**src/rtl/fhs_pkg.sv**
```systemverilog
package fhs_pkg;

   // Fixed header length; the slot order is decoded by the checker.
   localparam int HDR_WORDS = 4;

   typedef enum logic [1:0] {
      SLOT_SYNC  = 2'd0,
      SLOT_COUNT = 2'd1,
      SLOT_TIME0 = 2'd2,
      SLOT_TIME1 = 2'd3
   } hdr_slot_e;

   // Next expected frame count with wrap at the per-second limit.
   function automatic logic [31:0] next_frame_count(input logic [31:0] cur,
                                                    input logic [31:0] limit);
      logic [32:0] inc;
      inc = {1'b0, cur} + 33'd1;
      return (inc >= {1'b0, limit}) ? 32'd0 : inc[31:0];
   endfunction

endpackage

```
**src/rtl/fhs_code_match.sv**
```systemverilog
module fhs_code_match #(
   parameter int W = 32,
   parameter int N = 2
) (
   input  logic [N*W-1:0] codes,
   input  logic [W-1:0]   word,
   output logic           hit
);
   logic [N-1:0] hits;

   generate
      if (N < 1) begin : g_bad_n
         $error("fhs_code_match needs at least one code");
      end
      for (genvar g = 0; g < N; g++) begin : g_cmp
         assign hits[g] = (word == codes[g*W +: W]);
      end
   endgenerate

   assign hit = |hits;
endmodule

```
**src/rtl/fhs_frame_pos.sv**
```systemverilog
module fhs_frame_pos
   import fhs_pkg::*;
#(
   parameter int DATA_WORDS = 2500,
   localparam int FRAME_WORDS = HDR_WORDS + DATA_WORDS,
   localparam int POS_W = $clog2(FRAME_WORDS)
) (
   input  logic             clk,
   input  logic             rst_n,
   input  logic             step,
   output logic [POS_W-1:0] pos,
   output logic             is_hdr,
   output logic             first_data,
   output logic             last_word,
   output hdr_slot_e        slot
);
   always_ff @(posedge clk) begin
      if (!rst_n) begin
         pos <= '0;
      end else if (step) begin
         pos <= last_word ? '0 : pos + 1'b1;
      end
   end

   assign is_hdr     = (pos < POS_W'(HDR_WORDS));
   assign first_data = (pos == POS_W'(HDR_WORDS));
   assign last_word  = (pos == POS_W'(FRAME_WORDS - 1));
   assign slot       = hdr_slot_e'(pos[1:0]);
endmodule

```
**src/rtl/fhs_hdr_check.sv**
```systemverilog
module fhs_hdr_check
   import fhs_pkg::*;
#(
   parameter int          W         = 32,
   parameter int          CW        = 16,
   parameter int          SW        = 16,
   parameter logic [W-1:0] SYNC_WORD = 32'hC0DE_5A5A
) (
   input  logic          clk,
   input  logic          rst_n,
   input  logic          take,
   input  logic          is_hdr,
   input  hdr_slot_e     slot,
   input  logic          last_word,
   input  logic [W-1:0]  word,
   input  logic          marked,
   input  logic [CW-1:0] fps_limit,
   output logic          sos_frame,
   output logic          hdr_err,
   output logic          sos_irq,
   output logic [W-1:0]  tcode0,
   output logic [W-1:0]  tcode1,
   output logic [SW-1:0] sec_count
);
   logic [CW-1:0] exp_cnt;
   logic [CW:0]   exp_inc;
   logic          wrap;
   logic          at_sync, at_count, at_t0, at_t1;
   logic          bad_sync, bad_count;

   generate
      if (CW > W) begin : g_bad_cw
         $error("frame count wider than a word");
      end
   endgenerate

   assign at_sync  = take && is_hdr && (slot == SLOT_SYNC);
   assign at_count = take && is_hdr && (slot == SLOT_COUNT);
   assign at_t0    = take && is_hdr && (slot == SLOT_TIME0);
   assign at_t1    = take && is_hdr && (slot == SLOT_TIME1);

   assign sos_frame = (exp_cnt == '0);

   // Sentinel-matching header words are trusted as they stand.
   assign bad_sync  = at_sync  && !marked && (word != SYNC_WORD);
   assign bad_count = at_count && !marked && (word != W'(exp_cnt));

   assign exp_inc = {1'b0, exp_cnt} + 1'b1;
   assign wrap    = (exp_inc >= {1'b0, fps_limit});

   always_ff @(posedge clk) begin
      if (!rst_n) begin
         exp_cnt   <= '0;
         hdr_err   <= 1'b0;
         sos_irq   <= 1'b0;
         tcode0    <= '0;
         tcode1    <= '0;
         sec_count <= '0;
      end else begin
         if (take && last_word) begin
            exp_cnt <= wrap ? '0 : exp_inc[CW-1:0];
         end
         if (bad_sync || bad_count) begin
            hdr_err <= 1'b1;
         end
         sos_irq <= at_count && sos_frame && !bad_count;
         if (at_count && sos_frame && !bad_count) begin
            sec_count <= sec_count + 1'b1;
         end
         if (at_t0 && sos_frame) begin
            tcode0 <= word;
         end
         if (at_t1 && sos_frame) begin
            tcode1 <= word;
         end
      end
   end
endmodule

```
**src/rtl/frame_hdr_strip.sv**
```systemverilog
module frame_hdr_strip
   import fhs_pkg::*;
#(
   parameter int               WORD_W     = 32,
   parameter int               DATA_WORDS = 2500,
   parameter int               CNT_W      = 16,
   parameter int               SEC_W      = 16,
   parameter logic [WORD_W-1:0] SYNC_WORD = 32'hC0DE_5A5A
) (
   input  logic              clk,
   input  logic              rst_n,
   input  logic              enable,
   input  logic [CNT_W-1:0]  fps_limit,
   input  logic [WORD_W-1:0] inv_code_a,
   input  logic [WORD_W-1:0] inv_code_b,
   input  logic              in_valid,
   input  logic [WORD_W-1:0] in_data,
   output logic              in_ready,
   output logic              out_valid,
   output logic [WORD_W-1:0] out_data,
   output logic              out_ok,
   output logic              out_sos,
   input  logic              out_ready,
   output logic              sos_irq,
   output logic [WORD_W-1:0] tcode0,
   output logic [WORD_W-1:0] tcode1,
   output logic [SEC_W-1:0]  sec_count,
   output logic              hdr_err,
   output logic              err_led
);
   localparam int FRAME_WORDS = HDR_WORDS + DATA_WORDS;
   localparam int POS_W       = $clog2(FRAME_WORDS);

   generate
      if (DATA_WORDS < 2) begin : g_bad_len
         $error("frame needs at least two data words");
      end
      if (WORD_W < 8) begin : g_bad_w
         $error("word width too small");
      end
   endgenerate

   logic [POS_W-1:0] pos;
   logic             is_hdr, first_data, last_word;
   hdr_slot_e        slot;
   logic             marked, take, sos_frame, room;

   fhs_code_match #(.W(WORD_W), .N(2)) u_match (
      .codes ({inv_code_b, inv_code_a}),
      .word  (in_data),
      .hit   (marked)
   );

   fhs_frame_pos #(.DATA_WORDS(DATA_WORDS)) u_pos (
      .clk        (clk),
      .rst_n      (rst_n),
      .step       (take),
      .pos        (pos),
      .is_hdr     (is_hdr),
      .first_data (first_data),
      .last_word  (last_word),
      .slot       (slot)
   );

   fhs_hdr_check #(
      .W(WORD_W), .CW(CNT_W), .SW(SEC_W), .SYNC_WORD(SYNC_WORD)
   ) u_chk (
      .clk       (clk),
      .rst_n     (rst_n),
      .take      (take),
      .is_hdr    (is_hdr),
      .slot      (slot),
      .last_word (last_word),
      .word      (in_data),
      .marked    (marked),
      .fps_limit (fps_limit),
      .sos_frame (sos_frame),
      .hdr_err   (hdr_err),
      .sos_irq   (sos_irq),
      .tcode0    (tcode0),
      .tcode1    (tcode1),
      .sec_count (sec_count)
   );

   // Header words need no output slot; data words need the register free.
   assign room     = is_hdr || !out_valid || out_ready;
   assign in_ready = enable && !hdr_err && room;
   assign take     = in_valid && in_ready;
   assign err_led  = hdr_err;

   always_ff @(posedge clk) begin
      if (!rst_n) begin
         out_valid <= 1'b0;
         out_data  <= '0;
         out_ok    <= 1'b0;
         out_sos   <= 1'b0;
      end else if (take && !is_hdr) begin
         out_valid <= 1'b1;
         out_data  <= in_data;
         out_ok    <= !marked;
         out_sos   <= first_data && sos_frame;
      end else if (out_ready) begin
         out_valid <= 1'b0;
      end
   end

   logic unused_pos;
   assign unused_pos = ^pos;
endmodule

```
**config.mk**
```make
export PLATFORM = sky130hd
export DESIGN_NAME = frame_hdr_strip
export DESIGN_NICKNAME = d
export VERILOG_FILES = /design/src/rtl/fhs_pkg.sv /design/src/rtl/fhs_code_match.sv /design/src/rtl/fhs_frame_pos.sv /design/src/rtl/fhs_hdr_check.sv /design/src/rtl/frame_hdr_strip.sv
export SDC_FILE = /design/constraint.sdc
export NUM_CORES = 1
export LEC_CHECK = 0
export ABC_AREA = 0
export CORE_ASPECT_RATIO = 1.25
export CORE_MARGIN = 2
export CORE_UTILIZATION = 48
export DETAILED_ROUTE_END_ITERATION = 6
export GPL_TIMING_DRIVEN = 0
export PLACE_DENSITY = 0.89
export SETUP_SLACK_MARGIN = 0.3
export SLEW_MARGIN = 20
export SYNTH_ARGS = -nofsm -noshare
export SYNTH_HDL_FRONTEND = slang
export SYNTH_SLANG_ARGS = --single-unit
```
**constraint.sdc**
```tcl
create_clock -name clk -period 3.85 [get_ports clk]
set_clock_uncertainty 0.2 [all_clocks]
set_input_delay 0.9625 -clock clk [delete_from_list [all_inputs] [get_ports clk]]
set_output_delay 0.9625 -clock clk [all_outputs]
set_load 0.05 [all_outputs]
```
==> results list <==
* Number of hold buffers added after CTS: 0
* Final slew viol count: 0
- I/O pins: 236
- Number of iterations in the first detailed-routing pass: 5
- Of the available clock period, the critical path in the final layout requires 0.907.
- In the final design database the tool counted 1262 nets.
- Required time at the endpoint of the critical path: 4.02 ns
- Detailed-route wire length per cell: 20.0 microns
- Cell breakdown of the critical path: clkdlybuf4s50_1, xor2_1, nor4_1, nand4_1, o22a_1, clkbuf_2, a2111oi_4, mux2i_1
* Slowest-stage cell, CP: nor4_1
- Overall power consumption: 3.47 mW
* Peak VDD IR: 226 uV
- In the global route stage, overall resource usage came out at 0.306.
- Seq cells post-synth: 145
* Count of nets left with antenna violations after detail routing: 0
- Multi-input gate area in the final layout: 4450 sq um
* Yosys warnings: 0
- Synthesis handed over a netlist of 896 instances.
- The analysis attributes to cell leakage a power of 4.56 nW.
- Width of the chip: 117 microns
- The average instance in the mapped netlist occupies 8.57 sq um.
- Die area: 17000 sq um
- Synth Cell Area: 7680 sq um
- Clock slew at the register clock pins of the worst setup and hold paths: 0.06 ns
* Number of levels the H-tree was split into: 4
- Routed signal wires occupy layers up through met4.
* Psw: 0.903 mW
* Drt drc: 0
- Num rows: 51
- STA classifies the critical path startpoint as an input port.
- In the synthesized netlist the async set-or-reset flop fraction comes to 0.
- Internal portion of total power: 2.57 mW
- Total CTS buffers: 17
- By area the synthesized netlist is led by dfxtp_1 38%, mux2i_1 10%, xor2_1 10%.
- Timing would allow up to 286 MHz.
- Of all nets on the critical path, the largest fanout is 10.
* Overall overflow remaining after global route: 0
* Least setup slack across all paths after layout: 0.356 ns
- Power density over the cells: 324 nW/um^2
* Clock tree root buffer cell: clkbuf_16
- Global-route wire length before repair: 40000 microns
- Area of all sequential standard cells: 2910 sq um
- Of the total power, registers draw 0.435.
* Layout Utilization: 0.685
- In the final routing, the length of wire on met1 measures 9730 microns.
- Met2 routed WL: 13400 microns
- The most common cell in the synthesized netlist is dfxtp_1.
- Relative to the synthesized area, the layout overhead comes to 39.4%.
* Max-cap check violation count: 0
- Of the total power, the share spent switching nets is 0.260.
- The worst setup path is of the input port to register kind.
- Total of buffers placed on input and output ports: 203
- Number of synthesized flops with an enable pin: 0
- Entering global routing, the biggest net connects 17 pins.
* Max-Slew Margin vs Limit: 0.498
- Clock tree from TritonCTS: built
* Fraction of layout instances using a drive strength above 1: 0.0847
- Counting both buffers and inverters, the worst setup path holds a total of 2.
- Die outline height: 145 microns
- In this run the worst hold path is classified as register to register.
- Setup violations remaining at the end of the flow were counted as 0.
- Maximum single-stage delay on the critical path: 0.45 ns
- Subtracting the final worst setup slack from the clock period gives 3.49 ns.
* Clk network pwr share: 0.455
- Largest delay contributor family on the critical path: compound AO/OA/AOI/OAI gates
- The most used flip-flop cell after synthesis is dfxtp_1.
* Most instantiated cells after synthesis: 145 x dfxtp_1, 127 x nand2_1, 89 x nor2_1
* Core Footprint: 15600 sq um
- Counting distinct cell types in the post-synthesis netlist gives 52.
- Combinational share of power: 0.109
- Register-to-Register Setup Slack: 0.40 ns
- Number of global-route vias before repair: 7382
* CTS Buffer Depth: 2
- Via count: 7659
- After detailed placement, the design holds a cell count of 1311.
- Final Hold Viols: 0
- Detailed Route WL: 26900 microns
- The count of cells in the finished layout, fillers not included, comes to 1346.
- Counting every sink on the clock net gives 145.
- The routed design uses 2410 microns of met3 wire.
- Number of violations reported at the end of detailed-routing iteration 0: 788
- The number of antenna diodes in the final layout is 0.
- Outcome: complete, no violations
- Effective utilization at floorplan: 0.491
* Count of filler cells inserted in the layout: 1117
- Vias/cell: 5.69
* Post-synthesis sequential area ratio: 0.378
* Area share of the leading cell type in the synthesized netlist: 0.378
- Most area-hungry cell type in the Yosys netlist: dfxtp_1
- Before CTS, the worst setup slack after placement is -0.144 ns.
- Setup repair after global routing could not meet its margin everywhere.
- CP Data Arrival Time: 3.67 ns
* Antenna violations before repair: 0
- At the later pin of the worst-skew pair, clock insertion delay measures 0.44 ns.
- Counting every net in the synthesized netlist gives 1036.
- Worst setup EP type: register
* Transition time at the pin with the least slew margin: 0.734 ns
- Last weighted congestion value of the routability-driven placer: 0.970
- Detailed placement ended at an HPWL of 19400 microns.
layer usage:
layer	global-route usage	vias up
met5	0	-
met4	0.172	0
met3	0.0808	98
met2	0.521	456
met1	0.337	3597
li1	-	3508
worst min-delay path: stages, from the launching register on:
cell     delay [ns]
dfxtp_1        0.31
nand2_1        0.05
a21oi_1        0.05
cell families (layout without fill, tap and decap cells):
kind of cell	after synthesis	in the layout	share of synthesized area
AO/OA/AOI/OAI	94	94	0.0899
XOR/XNOR	103	103	0.117
adder cells (fa/ha/maj)	23	23	0.0375
buffers and inverters	109	347	0.0575
flip-flops	145	145	0.378
multiplexers	80	80	0.104
AND/OR/NAND/NOR	342	342	0.215
layout by cell type, fill, tap and decap left out, types with 4 or more instances in the layout:
cell and n:
clkdlybuf4s50_1 202, dfxtp_1 141, nand2_1 126, nor2_1 88, xor2_1 87, mux2i_1 80, clkbuf_1 47, a21oi_1 42
inv_1 30, nand4_1 26, nor4_1 22, ha_1 22, nand2b_1 17, clkbuf_16 17, xnor2_1 15, nand3_1 13
clkbuf_2 13, buf_2 12, and3_1 10, o21ai_0 7, and4_1 7, a211oi_1 7, buf_4 7, a21o_1 6
o2111ai_1 6, clkinvlp_4 4
per-stage QoR:
step,setup TNS (ns),area [sq um],hold WS [ns]
finish,0,10700,0.258
detailed placement,-1.32,9980,0.247
global route,0,10700,0.271
floorplan,0,7680,0.284
CTS,0,10600,0.257
global placement,-0.841,9980,0.241
sequential cells by signal, summed over array words and instances, names as in the netlist:
name,count
u_chk.sec_count,16
u_chk.sos_irq,1
u_chk.tcode1,32
u_chk.exp_cnt,16
out_valid,1
u_pos.pos,12
u_chk.tcode0,32
out_ok,1
out_data,32
out_sos,1
u_chk.hdr_err,1
final timing paths:
kind                            startpoint                          endpoint  cells past startpoint
max                         inv_code_b[14]  u_chk.sec_count[13]$_SDFFE_PN0P_                      8
min              out_data[30]$_SDFFE_PN0P_         out_data[30]$_SDFFE_PN0P_                      2
max reg2reg  u_chk.exp_cnt[4]$_SDFFE_PN0P_     u_chk.exp_cnt[6]$_SDFFE_PN0P_                     14
min reg2reg      out_data[30]$_SDFFE_PN0P_         out_data[30]$_SDFFE_PN0P_                      2
repair_timing:
item | CTS | global route
gates resized for setup | 24 | 39
buffers inserted | 2 | 2
hold endpoints to repair | 0 | 0
setup endpoints to repair | 21 | 32
pin swaps | 2 | 3
layout make-up:
type,count,share of cell area
inverter,30,0.0105
sequential,145,0.272
buffer,79,0.0337
clock inverter,12,0.0103
timing repair buffer,207,0.192
clock buffer,19,0.0414
multi-input combinational,642,0.415
tap,212,0.0248
power groups by stage:
stage          Combinational [mW]  Clock (mW)  Sequential, mW
2_1_floorplan               0.167           0            1.56
3_3_place_gp                0.359           0            1.54
3_5_place_dp                0.367           0            1.55
4_1_cts                     0.371        1.57            1.51
5_1_grt                     0.403        1.63            1.51
6_report                    0.379        1.58            1.51
No activity file was read; power rests on OpenSTA's default activity.
